## config.mk

```make
export PLATFORM = sky130hd
export DESIGN_NAME = uart_lock_hub
export DESIGN_NICKNAME = d
export VERILOG_FILES = /design/src/rtl/uart_hub_pkg.sv /design/src/rtl/uart_hub_lock.sv /design/src/rtl/uart_hub_tx.sv /design/src/rtl/uart_hub_rx.sv /design/src/rtl/uart_hub_fifo.sv /design/src/rtl/uart_lock_hub.sv
export SDC_FILE = /design/constraint.sdc
export NUM_CORES = 1
export LEC_CHECK = 0
export BUFFER_PORTS_ARGS = -buffer_cell sky130_fd_sc_hd__buf_2
export CORE_UTILIZATION = 35
export DETAILED_ROUTE_END_ITERATION = 10
export SKIP_LAST_GASP = 1
export SLEW_MARGIN = 20
export SYNTH_ARGS = -nofsm -noshare
export SYNTH_HDL_FRONTEND = slang
export SYNTH_SLANG_ARGS = --single-unit
```

## constraint.sdc

```tcl
create_clock -name clk -period 2.62 [get_ports clk]
set_input_delay 0.655 -clock clk [delete_from_list [all_inputs] [get_ports clk]]
set_output_delay 0.655 -clock clk [all_outputs]
set_load 0.005 [all_outputs]
```

## src/rtl/uart_hub_pkg.sv

```systemverilog
package uart_hub_pkg;

  localparam int BYTE_W = 8;
  localparam logic [3:0] LAST_BIT = 4'd9;

  typedef enum logic [1:0] {
    RX_IDLE,
    RX_START,
    RX_DATA,
    RX_FINISH
  } rx_state_t;

  // Line level for bit position idx of a frame carrying byte b.
  function automatic logic frame_level(input logic [7:0] b, input logic [3:0] idx);
    logic [2:0] k;
    if (idx == 4'd0 || idx >= LAST_BIT) return 1'b0;
    k = 3'(idx - 4'd1);
    return b[k];
  endfunction

  // Index of the lowest set bit (0 when none set).
  function automatic logic [4:0] lowest_index(input logic [31:0] v);
    logic [4:0] r;
    r = '0;
    for (int i = 31; i >= 0; i--) begin
      if (v[i]) r = 5'(i);
    end
    return r;
  endfunction

endpackage

```

## src/rtl/uart_hub_lock.sv

```systemverilog
module uart_hub_lock #(
  parameter int NUM_CLIENTS = 4,
  localparam int OW = (NUM_CLIENTS > 1) ? $clog2(NUM_CLIENTS) : 1
) (
  input  logic                   clk,
  input  logic                   rst_n,
  input  logic [NUM_CLIENTS-1:0] req,
  input  logic [NUM_CLIENTS-1:0] rel,
  output logic [NUM_CLIENTS-1:0] grant,
  output logic                   held,
  output logic [OW-1:0]          owner
);
  import uart_hub_pkg::*;

  logic          held_q;
  logic [OW-1:0] owner_q;
  logic          owner_releases;

  assign owner_releases = held_q && rel[owner_q];

  always_ff @(posedge clk) begin
    if (!rst_n) begin
      held_q  <= 1'b0;
      owner_q <= '0;
    end else if (!held_q) begin
      if (|req) begin
        held_q  <= 1'b1;
        owner_q <= OW'(lowest_index(32'(req)));
      end
    end else if (owner_releases) begin
      held_q <= 1'b0;
    end
  end

  for (genvar i = 0; i < NUM_CLIENTS; i++) begin : g_grant
    assign grant[i] = held_q && (owner_q == OW'(i));
  end

  assign held  = held_q;
  assign owner = owner_q;

  p_grant_onehot_r2: assert property (@(posedge clk) disable iff (!rst_n)
    $onehot0(grant));

  p_lock_kept_r3: assert property (@(posedge clk) disable iff (!rst_n)
    (held_q && !rel[owner_q]) |=> (held_q && $stable(owner_q)));

  p_release_frees_r3: assert property (@(posedge clk) disable iff (!rst_n)
    owner_releases |=> (grant == '0));

endmodule

```

## src/rtl/uart_hub_tx.sv

```systemverilog
module uart_hub_tx #(
  parameter int TICKS_PER_BIT = 16,
  localparam int CNT_W = (TICKS_PER_BIT > 1) ? $clog2(TICKS_PER_BIT) : 1
) (
  input  logic       clk,
  input  logic       rst_n,
  input  logic       start,
  input  logic [7:0] byte_in,
  output logic       line,
  output logic       idle
);
  import uart_hub_pkg::*;

  logic             busy;
  logic [3:0]       bit_idx;
  logic [CNT_W-1:0] tick;
  logic [7:0]       data;
  logic             bit_end;

  assign bit_end = (tick == CNT_W'(TICKS_PER_BIT - 1));

  always_ff @(posedge clk) begin
    if (!rst_n) begin
      busy    <= 1'b0;
      bit_idx <= '0;
      tick    <= '0;
      data    <= '0;
    end else if (!busy) begin
      if (start) begin
        busy    <= 1'b1;
        bit_idx <= '0;
        tick    <= '0;
        data    <= byte_in;
      end
    end else if (bit_end) begin
      tick <= '0;
      if (bit_idx == LAST_BIT) busy <= 1'b0;
      else bit_idx <= bit_idx + 4'd1;
    end else begin
      tick <= tick + 1'b1;
    end
  end

  assign line = busy ? frame_level(data, bit_idx) : 1'b1;
  assign idle = !busy;

  p_start_when_idle_r6: assert property (@(posedge clk) disable iff (!rst_n)
    start |-> !busy);

  p_start_goes_low_r5: assert property (@(posedge clk) disable iff (!rst_n)
    (start && !busy) |=> (!line && !idle));

  p_bit_index_range_r5: assert property (@(posedge clk) disable iff (!rst_n)
    busy |-> (bit_idx <= LAST_BIT));

endmodule

```

## src/rtl/uart_hub_rx.sv

```systemverilog
module uart_hub_rx #(
  parameter int TICKS_PER_BIT = 16,
  localparam int CNT_W = (TICKS_PER_BIT > 1) ? $clog2(TICKS_PER_BIT) : 1,
  localparam int HALF  = TICKS_PER_BIT / 2
) (
  input  logic       clk,
  input  logic       rst_n,
  input  logic       line_in,
  input  logic       armed,
  output logic       push,
  output logic [7:0] byte_out
);
  import uart_hub_pkg::*;

  logic             s_meta, s_sync, s_last;
  logic             fall;
  rx_state_t        state;
  logic [CNT_W-1:0] tick;
  logic [2:0]       bit_cnt;
  logic [7:0]       shift;
  logic             push_q;
  logic             bit_end;
  logic             half_end;

  assign fall     = s_last && !s_sync;
  assign bit_end  = (tick == CNT_W'(TICKS_PER_BIT - 1));
  assign half_end = (tick == CNT_W'(HALF - 1));

  always_ff @(posedge clk) begin
    if (!rst_n) begin
      s_meta <= 1'b1;
      s_sync <= 1'b1;
      s_last <= 1'b1;
    end else begin
      s_meta <= line_in;
      s_sync <= s_meta;
      s_last <= s_sync;
    end
  end

  always_ff @(posedge clk) begin
    if (!rst_n) begin
      state   <= RX_IDLE;
      tick    <= '0;
      bit_cnt <= '0;
      shift   <= '0;
      push_q  <= 1'b0;
    end else begin
      push_q <= 1'b0;
      case (state)
        RX_IDLE: begin
          tick <= '0;
          if (armed && fall) state <= RX_START;
        end
        RX_START: begin
          if (half_end) begin
            tick    <= '0;
            bit_cnt <= '0;
            state   <= s_sync ? RX_IDLE : RX_DATA;
          end else begin
            tick <= tick + 1'b1;
          end
        end
        RX_DATA: begin
          if (bit_end) begin
            tick  <= '0;
            shift <= {s_sync, shift[7:1]};
            if (bit_cnt == 3'd7) state <= RX_FINISH;
            else bit_cnt <= bit_cnt + 3'd1;
          end else begin
            tick <= tick + 1'b1;
          end
        end
        RX_FINISH: begin
          if (bit_end) begin
            tick   <= '0;
            push_q <= !s_sync;
            state  <= RX_IDLE;
          end else begin
            tick <= tick + 1'b1;
          end
        end
        default: state <= RX_IDLE;
      endcase
    end
  end

  assign push     = push_q;
  assign byte_out = shift;

  p_start_needs_arm_r7: assert property (@(posedge clk) disable iff (!rst_n)
    (state == RX_START && $past(state) == RX_IDLE) |-> $past(armed));

  p_push_ends_frame_r9: assert property (@(posedge clk) disable iff (!rst_n)
    push |-> (state == RX_IDLE && $past(state) == RX_FINISH));

endmodule

```

## src/rtl/uart_hub_fifo.sv

```systemverilog
module uart_hub_fifo #(
  parameter int DEPTH = 16,
  localparam int AW = (DEPTH > 1) ? $clog2(DEPTH) : 1
) (
  input  logic       clk,
  input  logic       rst_n,
  input  logic       push,
  input  logic [7:0] din,
  input  logic       pop,
  output logic [7:0] dout,
  output logic       empty,
  output logic       full
);
  logic [7:0]  mem [DEPTH];
  logic [AW-1:0] wr_ptr, rd_ptr;
  logic [AW:0]   count;
  logic          do_push, do_pop;

  function automatic logic [AW-1:0] wrap_inc(input logic [AW-1:0] p);
    return (p == AW'(DEPTH - 1)) ? '0 : p + 1'b1;
  endfunction

  assign empty   = (count == '0);
  assign full    = (count == (AW+1)'(DEPTH));
  assign do_push = push && !full;
  assign do_pop  = pop && !empty;

  always_ff @(posedge clk) begin
    if (do_push) mem[wr_ptr] <= din;
  end

  always_ff @(posedge clk) begin
    if (!rst_n) begin
      wr_ptr <= '0;
      rd_ptr <= '0;
      count  <= '0;
    end else begin
      if (do_push) wr_ptr <= wrap_inc(wr_ptr);
      if (do_pop)  rd_ptr <= wrap_inc(rd_ptr);
      case ({do_push, do_pop})
        2'b10:   count <= count + 1'b1;
        2'b01:   count <= count - 1'b1;
        default: count <= count;
      endcase
    end
  end

  assign dout = mem[rd_ptr];

  p_no_overflow_r10: assert property (@(posedge clk) disable iff (!rst_n)
    count <= (AW+1)'(DEPTH));

  p_empty_pop_ignored_r11: assert property (@(posedge clk) disable iff (!rst_n)
    (pop && empty && !push) |=> empty);

endmodule

```

## src/rtl/uart_lock_hub.sv

```systemverilog
module uart_lock_hub #(
  parameter int NUM_CLIENTS   = 4,
  parameter int TICKS_PER_BIT = 16,
  parameter int FIFO_DEPTH    = 16,
  localparam int OW = (NUM_CLIENTS > 1) ? $clog2(NUM_CLIENTS) : 1
) (
  input  logic                     clk,
  input  logic                     rst_n,
  input  logic [NUM_CLIENTS-1:0]   lock_req,
  input  logic [NUM_CLIENTS-1:0]   lock_rel,
  output logic [NUM_CLIENTS-1:0]   lock_grant,
  input  logic [NUM_CLIENTS-1:0]   wr_valid,
  input  logic [8*NUM_CLIENTS-1:0] wr_data,
  output logic                     write_ready,
  output logic                     serial_out,
  input  logic                     serial_in,
  output logic                     rts,
  input  logic                     rd_pop,
  output logic [7:0]               rd_data,
  output logic                     rd_valid
);
  logic          held;
  logic [OW-1:0] owner;
  logic          tx_idle;
  logic          tx_fire;
  logic [7:0]    tx_byte;
  logic          rx_armed;
  logic          rx_push;
  logic [7:0]    rx_byte;
  logic          q_empty, q_full;

  uart_hub_lock #(.NUM_CLIENTS(NUM_CLIENTS)) u_lock (
    .clk   (clk),
    .rst_n (rst_n),
    .req   (lock_req),
    .rel   (lock_rel),
    .grant (lock_grant),
    .held  (held),
    .owner (owner)
  );

  assign tx_fire = held && wr_valid[owner] && tx_idle;
  assign tx_byte = wr_data[int'(owner)*8 +: 8];

  uart_hub_tx #(.TICKS_PER_BIT(TICKS_PER_BIT)) u_tx (
    .clk     (clk),
    .rst_n   (rst_n),
    .start   (tx_fire),
    .byte_in (tx_byte),
    .line    (serial_out),
    .idle    (tx_idle)
  );

  assign rx_armed = tx_idle && !q_full;

  uart_hub_rx #(.TICKS_PER_BIT(TICKS_PER_BIT)) u_rx (
    .clk      (clk),
    .rst_n    (rst_n),
    .line_in  (serial_in),
    .armed    (rx_armed),
    .push     (rx_push),
    .byte_out (rx_byte)
  );

  uart_hub_fifo #(.DEPTH(FIFO_DEPTH)) u_fifo (
    .clk   (clk),
    .rst_n (rst_n),
    .push  (rx_push),
    .din   (rx_byte),
    .pop   (rd_pop),
    .dout  (rd_data),
    .empty (q_empty),
    .full  (q_full)
  );

  assign write_ready = tx_idle;
  assign rts         = rx_armed;
  assign rd_valid    = !q_empty;

  p_write_cause_r4: assert property (@(posedge clk) disable iff (!rst_n)
    $fell(write_ready) |-> $past(|(lock_grant & wr_valid)));

  p_rts_blocked_r7: assert property (@(posedge clk) disable iff (!rst_n)
    !write_ready |-> !rts);

endmodule

```

# Word-level counts from Yosys, hierarchy flattened
# Memory sizes are Yosys's and may differ from the RTL's. A register that Yosys moved wholly into a read port is not among the register bits.
# Index checks and enable logic that the tools add are counted.
[word_totals]
latch_bits = 0
register_bits = 54
memories = 1
word_cells = 138
inputBits = 48
ramBits = 128
romBits = 0
[classes]
eq_ne = 24
shifts = 1
n_reduce_logical = 33
n_addsub = 9
n_mux = 48
magnitude_cmp = 3
multipliers = 0
n_bitwise = 2
div = 0
[mem_list]
columns = ["memory", "words", "width", "read_ports", "rd_ports_with_merged_regs", "write_ports", "line", "source"]
rows = [
  ["u_fifo.mem", 16, 8, 1, 1, 1, "uart_hub_fifo.sv:14", "logic [7:0] mem [DEPTH];"],
]
[ops]
columns = ["op", "count"]
rows = [
  ["2-to-1 mux 4 bit", 12],
  ["indexed part select 32 x 6 -> 8 bit", 1],
  ["adder 4 x 1 -> 4 bit, second input constant", 5],
  ["equality test 4 bit, second input constant", 5],
  ["2-to-1 mux 2 bit", 10],
  ["2-to-1 mux 1 bit", 16],
  ["logical AND 1 bit", 12],
  ["case mux 4 bit (3 select lines)", 1],
  ["equality test 2 bit, second input constant", 5],
  ["!= test 2 x 1 -> 1 bit, second input constant", 5],
  ["case mux 5 bit (2 select lines)", 1],
  ["2-to-1 mux 3 bit", 3],
  ["case mux 2 bit (4 select lines)", 1],
  ["equality test 2 x 1 -> 1 bit, second input constant", 3],
  ["!= test 2 bit, second input constant", 3],
  ["case mux 3 bit (2 select lines)", 1],
  ["AND reduction 2 bit", 3],
  ["AND reduction 3 bit", 2],
  ["nonzero test 2 bit", 3],
  ["adder 5 x 1 -> 5 bit, second input constant", 1],
  ["equality test 5 bit, second input constant", 1],
  ["zero test 5 bit", 1],
  ["AND reduction 5 bit", 1],
  ["subtractor 5 x 1 -> 5 bit, second input constant", 1],
  ["17 further kinds", 23],
]

# Logic depth before layout (Yosys ltp)
# Gate-level depths: netlist of run 1.
[logic_depth]
depth_word = 6
mapped_depth = 12

# Hierarchy
# A second synthesis of run 1 with hierarchy kept.
[unflattened]
cells_unflattened = 533
hier_area_um2 = 8212.9
[by_module_without_submodules]
columns = ["module", "seq_area_each_um2", "cells_per_inst", "instances", "area_per_inst_um2"]
rows = [
  ["uart_hub_fifo", 4184.0, 294, 1, 5829.3],
  ["uart_hub_rx", 420.4, 108, 1, 1026.0],
  ["uart_hub_tx", 340.3, 95, 1, 899.6],
  ["uart_lock_hub", 0.0, 14, 1, 265.3],
  ["uart_hub_lock", 60.1, 22, 1, 192.7],
]

# Worst setup path before layout of run 1
# Ideal clock, no wire load.
[synth_timing]
path_kind = "reg-to-reg"
start = "register u_fifo.count[1]"
end = "register u_fifo.count[4]"
path_stages_with_launch = 13
t_required_ns = 2.555
n_path_buf = 2
setup_time_ns = 0.065
setup_slack_ns = -0.205
arrival_ns = 2.759
synth_period_minus_slack_ns = 2.825
path_cell_list = "dfxtp_1 > buf_6 > or4_4 > o21ai_4 > inv_1 > ha_1 > clkbuf_1 > xor2_1 > ha_1 > o21ai_0 > or3_1 > a2111oi_0 > nand4b_1"
[synth_between]
elab_chain_len = 5
elab_cells_between_ends = 12
classes_between = "add/sub (2); eq/ne (3); mux (1); reduce/logical (6)"
[synth_rtl]
columns = ["item", "line", "source"]
rows = [
  ["start, declared", "uart_hub_fifo.sv:16", "logic [AW:0] count;"],
  ["start signal, assigned", "uart_hub_fifo.sv:41", "2'b10: count <= count + 1'b1;"],
  ["start signal, assigned", "uart_hub_fifo.sv:42", "2'b01: count <= count - 1'b1;"],
  ["start signal, assigned", "uart_hub_fifo.sv:43", "default: count <= count;"],
  ["equality test 5 bit or zero test 5 bit (tied branches)", "uart_hub_fifo.sv:24, uart_hub_fifo.sv:23", ""],
  ["zero test 1 bit, on equally long branches", "uart_hub_fifo.sv:25, uart_hub_fifo.sv:26", ""],
  ["logical AND 1 bit, on equally long branches", "uart_hub_fifo.sv:25, uart_hub_fifo.sv:26", ""],
  ["equality test 2 x 1 -> 1 bit or equality test 2 bit (tied branches)", "uart_hub_fifo.sv:40", "case ({do_push, do_pop})"],
  ["case mux 5 bit (2 select lines) or nonzero test 2 bit (tied branches)", "--", ""],
]
# Parallel ways exist; a longest one is shown, timed or not.
# A chain may end at the register's enable or synchronous reset.

==> impl_results.md, run 1 <==
- Hold path cells: 2
- Worst skew pair latency: 0.43 ns
- Die Y: approximately 150 µm
- WL final: around 16000 µm
- Sequential area share after synthesis: 0.631
- Setup violations, final: 7
- Clock transition at path regs: ~0.070 ns
- Area of the mapped netlist: 0.00793 mm²
- HP Start: serial_in
- Count leader, synth: edfxtp_1
- Hold Vio Cnt, Final: 0
- GRT Util Overall: 0.150
- Gr ovfl total: 0
- Root Buffer: clkbuf_16
- RSZ-0062 raised after global routing: yes
- Fill count: 1968
- Largest net degree at the start of global routing: 33
- Fin crit share: 1.02
- CP top delay family: multiplexers
- Hold Path End: u_rx.s_meta
- Syn_nets: 601
- Slew margin rel.: 0.426
- WP data arrival: between 2 and 2.5 ns
- Vias per inst: just over 5
- Via count: around 4700
- R2r endpoint: u_fifo.count[4]
- CTS max path bufs: 2
- Pwr/cell area: around 720 mW/mm²
- Pre-Repair DR Iteration Count: 7
- Top FF cell, synth: edfxtp_1
- Initial antenna violation count: 0
- Yosys top cell area share: 0.485
- Area contributors post-synth: edfxtp_1 48%, dfxtp_1 15%, mux4_2 12%
- Failing checks: DRC, setup timing
- Worst Setup End Kind: primary output
- Top post-synthesis cells by count: 128 x edfxtp_1, 60 x nor2_1, 58 x dfxtp_1
- # IOs: 64
- Final hold slack: 0.401 ns
- Max Clk Rate: between 300 and 400 MHz
- Die X: between 150 and 200 µm
- Status: finished with violations
- Largest fanout on the critical path: 8
- CP bufs+invs: 3
- P&R area growth vs syn: 19.8%
- Worst-path cell chain: buf_12 -> buf_16 -> mux4_2 -> a22oi_2 -> nand2_1 -> buf_2
- Nets: a little under 700
- Fin crit period: roughly 2.7 ns
- H-tree Lvls: 4
- Initial Util: 0.360
- DP Wirelength: ~11000 µm
- Maximum vdd drop: approximately 0.00043 V
- Synth Area per Inst: ~15 µm²
- Total negative slack: -0.215 ns
- Synth area leader: edfxtp_1
- Final number of max-transition violations: 0
- Sink Count: approximately 190
- Layout Utilization: 0.431
- Total Power: between 6 and 7 mW
- WP data required: slightly below 2 ns
- Synth unique cells: a little under 60
- #FFs+latches synth: 186
- Least-Margin Pin Slew: 0.858 ns
- WL/cell: ~18 µm
- Worst Slack Setup Final: -0.0613 ns
- Placed cells: 872
- Crit Path Class: register to primary output
- DRC: 3
- Core Region: about 0.022 mm²
- Die area: approximately 0.023 mm²
- Non-filler cells, final: approximately 910
- Worst Reg-to-Reg Cells: 10
- Number of flops mapped to enable cells by yosys: around 130
- Static Leak: between 3 and 4 nW
- Final ANT Viol Nets: 0
- Crit path launch type: register
- Drt first-iter violations: 310
- Yosys warnings: 0
- Hold WC Path Type: primary input to register
- Max-Cap Viols: 0
- Slowest cell on the critical path: mux4_2
- CTS tree: built
- Asr flop ratio synth: 0
- Final Skew: 0.00755 ns
- Cells after Synth: 537
- First-pass GRT wire length: 26700 µm
- GPL Wtd Cong: roughly 0.73
- Vias in the first global route: ~4900
- TritonCTS Buffers: 17
- R2R Setup Slk: 0.06 ns
- FF-to-FF Start: u_fifo.count[2]
- Layout cells sized above 1: 0.332
- CP peak stage delay: between 0.5 and 0.6 ns
- I/O Buffers: 63
- Site Rows: 54
- N_diodes: 0
-- worst max path at each step --
stage | from | slack [ns] | end | cells past startpoint
6_report | register | -0.06 | rd_data[4] | 6
5_1_grt | register | -0.16 | rd_data[6] | 5
4_1_cts | register | -0.11 | rd_data[6] | 6
3_5_place_dp | u_fifo.count[0] | 0.003 | u_fifo.count[4] | 9
3_3_place_gp | u_fifo.count[0] | 0.11 | u_fifo.count[4] | 9
2_1_floorplan | u_fifo.count[1] | -0.12 | u_fifo.count[4] | 12
-- power by group --
part | internal [mW] | leakage, nW | switching (mW) | total [mW]
Sequential | 3.15 | 1.66 | 0.0841 | 3.24
Combinational | 0.688 | 1.41 | 0.538 | 1.23
Clock | 1.26 | 0.280 | 1.16 | 2.42
-- cell usage in the layout, fill, tap and decap left out, drive strengths merged, types with 16 or more instances in the layout --
| cell type | count |
|---|---|
| a22oi | 18 |
| buf | 94 |
| clkbuf | 17 |
| dfxtp | 58 |
| edfxtp | 128 |
| ha | 16 |
| inv | 22 |
| mux2i | 23 |
| mux4 | 44 |
| nand2 | 27 |
| nor2 | 61 |
-- timing repair --
action / 4_1_cts / 5_1_grt
pin swaps: 13 / 11
setup endpoints to repair: 10 / 10
cloned: 3 / 0
setup buffers: 5 / 3
resized for setup: 18 / 17
hold buffers: 0 / 0
-- flip-flops by register name (all words and copies together) (netlist names), named ones only --
| register | cells |
|---|---|
| u_rx.s_meta | 1 |
| u_lock.owner | 2 |
| u_rx.bit_cnt | 3 |
| u_rx.tick | 4 |
| u_tx.busy | 1 |
| u_fifo.mem | 128 |
| u_fifo.count | 5 |
| u_rx.state | 1 |
| u_fifo.rd_ptr | 4 |
| u_rx.s_last | 1 |
| u_rx.s_sync | 1 |
| u_rx.byte_out | 8 |
| u_tx.data | 8 |
| u_rx.push | 1 |
| u_tx.tick | 4 |
| u_fifo.wr_ptr | 4 |
| u_tx.bit_idx | 4 |
| u_lock.held | 1 |
-- stage by stage --
stage               setup slack (ns)  instance area [µm²]
floorplan                     -0.117                 7950
detailed placement           0.00350                 8660
global route                  -0.162                 9500
global placement               0.105                 8650
CTS                           -0.113                 9430
finish                       -0.0613                 9500
-- cell families (layout without fill, tap and decap cells) --
group | Yosys count | after routing | share of synthesized area
adder cells (fa/ha/maj) | 16 | 16 | 0.0252
multiplexers | 67 | 67 | 0.154
AND/OR/NAND/NOR | 153 | 153 | 0.0969
flip-flops | 186 | 186 | 0.631
AO/OA/AOI/OAI | 61 | 61 | 0.0559
buffers and inverters | 43 | 139 | 0.0246
XOR/XNOR | 11 | 11 | 0.0122
-- area by class of cell --
cell class	count	area (µm²)	area share
clock buffers	17	425	0.0448
repair buffers	94	629	0.0663
flip-flops and latches	186	5010	0.528
clock inverters	15	131	0.0138
inverters	13	48.8	0.00514
well taps	280	350	0.0369
multi-input cells	308	2900	0.305
-- per-layer routing --
layer	global-route usage	vias to the layer above	routed length, µm
li1	-	2227	-
met1	0.195	2381	7370
met2	0.252	120	7950
met3	0.0307	19	831
met4	0.0414	0	177
met5	0	-	0
No activity file was read; power rests on OpenSTA's default activity.
==> run 2, diff against run 1 <==
Clock period 2.62 ns to 2.56 ns, I/O delays scaled along.
==> run 2 against run 1 <==
The run ends with setup timing left. Routed wire length shrank 3.5%. Count of clock-buffer cells in the layout unchanged. Critical path depth decreased by 1. Setup slack got worse by 0.0080 ns. First-iteration DRC count is 9.7% lower. Cell area fell by 0.54%. Core utilization decreased by 0.23 points. Final cell count grew 0.22%. Register-to-register slack worse by 0.08 ns. Hold slack worse by 0.011 ns. Combinational power about the same. Via count is 0.46% higher. Critical endpoint is now rd_data[3]. Largest cell class unchanged. Highest routed layer unchanged.
==> impl_results.md, run 2 (synthesis gave the netlist of run 1 again) <==
- Status: finished with violations
- Maximum vdd drop: 0.000532 V
- P&R area growth vs syn: 19.1%
- Clock Power Share: 0.356
- Hold Buf Count CTS: 0
- Failing checks: setup timing
- Total Power: 7.04 mW
- N_diodes: 0
- Sequential share of power: 0.471
- WL final: between 15000 and 20000 µm
- Die X: around 150 µm
- DP Wirelength: about 10000 µm
- Static Leak: around 3.3 nW
- Setup violations, final: 10
- CTS tree: built
- Hold Vio Cnt, Final: 0
- Largest fanout on the critical path: 8
- Sink Count: around 190
- Initial Util: 0.360
- WL/cell: 17.2 µm
- Worst Setup End Kind: primary output
- WP data arrival: ~2.0 ns
- Via count: approximately 4800
- Flip-flop and latch area: about 0.005 mm²
- Final ANT Viol Nets: 0
- Nets: between 600 and 700
- Vias per inst: about 5.2
- Fin crit share: 1.03
- H-tree Lvls: 4
- Fin crit period: 2.63 ns
- Worst Slack Setup Final: -0.0692 ns
- First-pass GRT wire length: 25600 µm
- Core Region: 0.0220 mm²
- Slowest cell on the critical path: mux4_2
- Sw Share: 0.251
- Layout cells sized above 1: 0.318
- Internal power: around 5.3 mW
- Fill count: roughly 2000
- Least-Margin Pin Slew: approximately 0.96 ns
- CTS max path bufs: 2
- Initial antenna violation count: 0
- Hold WC Path Type: primary input to register
- Commonest non-fill, non-tap cell in the layout: edfxtp_1
- Die Y: 153 µm
- # IOs: 64
- Crit Path Class: register to primary output
- Die area: approximately 0.023 mm²
- Largest Register: u_fifo.mem
- I/O Buffers: 63
- Design area: between 0.009 and 0.01 mm²
- CP peak stage delay: roughly 0.5 ns
- Final number of max-transition violations: 0
- Max reg flops: ~130
- GPL Wtd Cong: between 0.7 and 0.8
- Vias in the first global route: 4914
- Max-Cap Viols: 0
- Site Rows: 54
- TritonCTS Buffers: 17
- Combinational fraction of design power: 0.173
- Root Buffer: clkbuf_16
- Max Clk Rate: ~380 MHz
- GRT Util Overall: 0.142
- Pwr/cell area: 746 mW/mm²
- Most frequent cells in the layout: 128 x edfxtp_1, 63 x buf_2, 60 x nor2_1, 56 x dfxtp_1, 44 x mux4_2
- Cell Area, Placed: between 0.008 and 0.009 mm²
- Slew margin rel.: 0.357
- RSZ-0062 raised after global routing: yes
- Pre-Repair DR Iteration Count: 7
- Drt first-iter violations: 280
- Final Skew: 0.00779 ns
- P_sw: between 1.5 and 2 mW
- WP data required: roughly 1.9 ns
- DRC: 0
- Worst-path cell chain: buf_12 -> mux4_2 -> a22oi_2 -> nand2_1 -> buf_2
- Worst skew pair latency: 0.43 ns
- Multi-input gate area: 0.00284 mm²
- Crit path launch type: register
- Gr ovfl total: 0
- Clock transition at path regs: 0.07 ns
- Largest net degree at the start of global routing: 33
## run 2: cell count changes in the layout (fill, tap and decap cells not counted), moves of 2 or more
cell,before,now
buf_12,3,5
inv_8,7,2
nor3_1,3,6
buf_4,25,28
a22oi_2,14,12
clkinvlp_4,0,4
buf_16,2,0
nor3_2,3,0
ha_1,12,14
clkinv_4,2,0
a22oi_1,4,6
inv_6,2,5
## run 2: path summary, 6_finish.rpt
kind / from / end / slack, ns / cells past startpoint
worst max register to register: u_fifo.count[0] / u_fifo.count[4] / -0.02 / 10
worst max-delay path: register / rd_data[3] / -0.07 / 5
worst min-delay path: serial_in / u_rx.s_meta / 0.39 / 2
worst min register to register: u_rx.s_meta / u_rx.s_sync / 0.41 / 1
## run 2: worst max-delay path, delay by kind of cell (launching register included)
family          cells  cell delay, ns
compound gates      1            0.24
buf+inv             2            0.29
flops               1            0.43
simple gates        1            0.08
mux                 1            0.51
## run 2: layout make-up
class | count | share of cell area
sequential | 186 | 0.530
tap | 280 | 0.0371
clock buffer | 17 | 0.0450
inverter | 13 | 0.00517
timing repair buffer | 97 | 0.0678
multi-input combinational | 308 | 0.300
clock inverter | 14 | 0.0143
## run 2: power groups by stage
stage	Sequential (mW)	Combinational (mW)	Clock, mW
after floorplan	3.32	0.805	0
after global placement	3.36	1.06	0
after detailed placement	3.37	1.09	0
after CTS	3.31	1.30	2.56
after global routing	3.32	1.32	2.68
final	3.32	1.22	2.51
## run 2: per-stage QoR
| stage | utilization | worst slack (ns) | setup TNS [ns] | std cells | hold WS, ns |
|---|---|---|---|---|---|
| floorplan | - | -0.177 | -0.266 | 537 | 0.386 |
| global placement | 0.395 | 0.0669 | 0 | 878 | 0.398 |
| detailed placement | 0.395 | -0.0278 | -0.0278 | 878 | 0.395 |
| CTS | 0.429 | -0.137 | -1.01 | 917 | 0.376 |
| global route | 0.429 | -0.148 | -1.30 | 915 | 0.396 |
| finish | 0.429 | -0.0692 | -0.441 | 915 | 0.390 |
## run 2: what timing repair did
action / in CTS / in global routing
pin swaps: 5 / 10
cloned: 2 / 0
setup buffers: 6 / 0
setup endpoints to repair: 10 / 10
gates resized for setup: 16 / 13
## run 2: metal layers
metal	global-route usage	share of wire
met2	0.245	0.49
met3	0.0316	0.046
met5	0	0
met4	0.0356	0.0061
met1	0.182	0.45
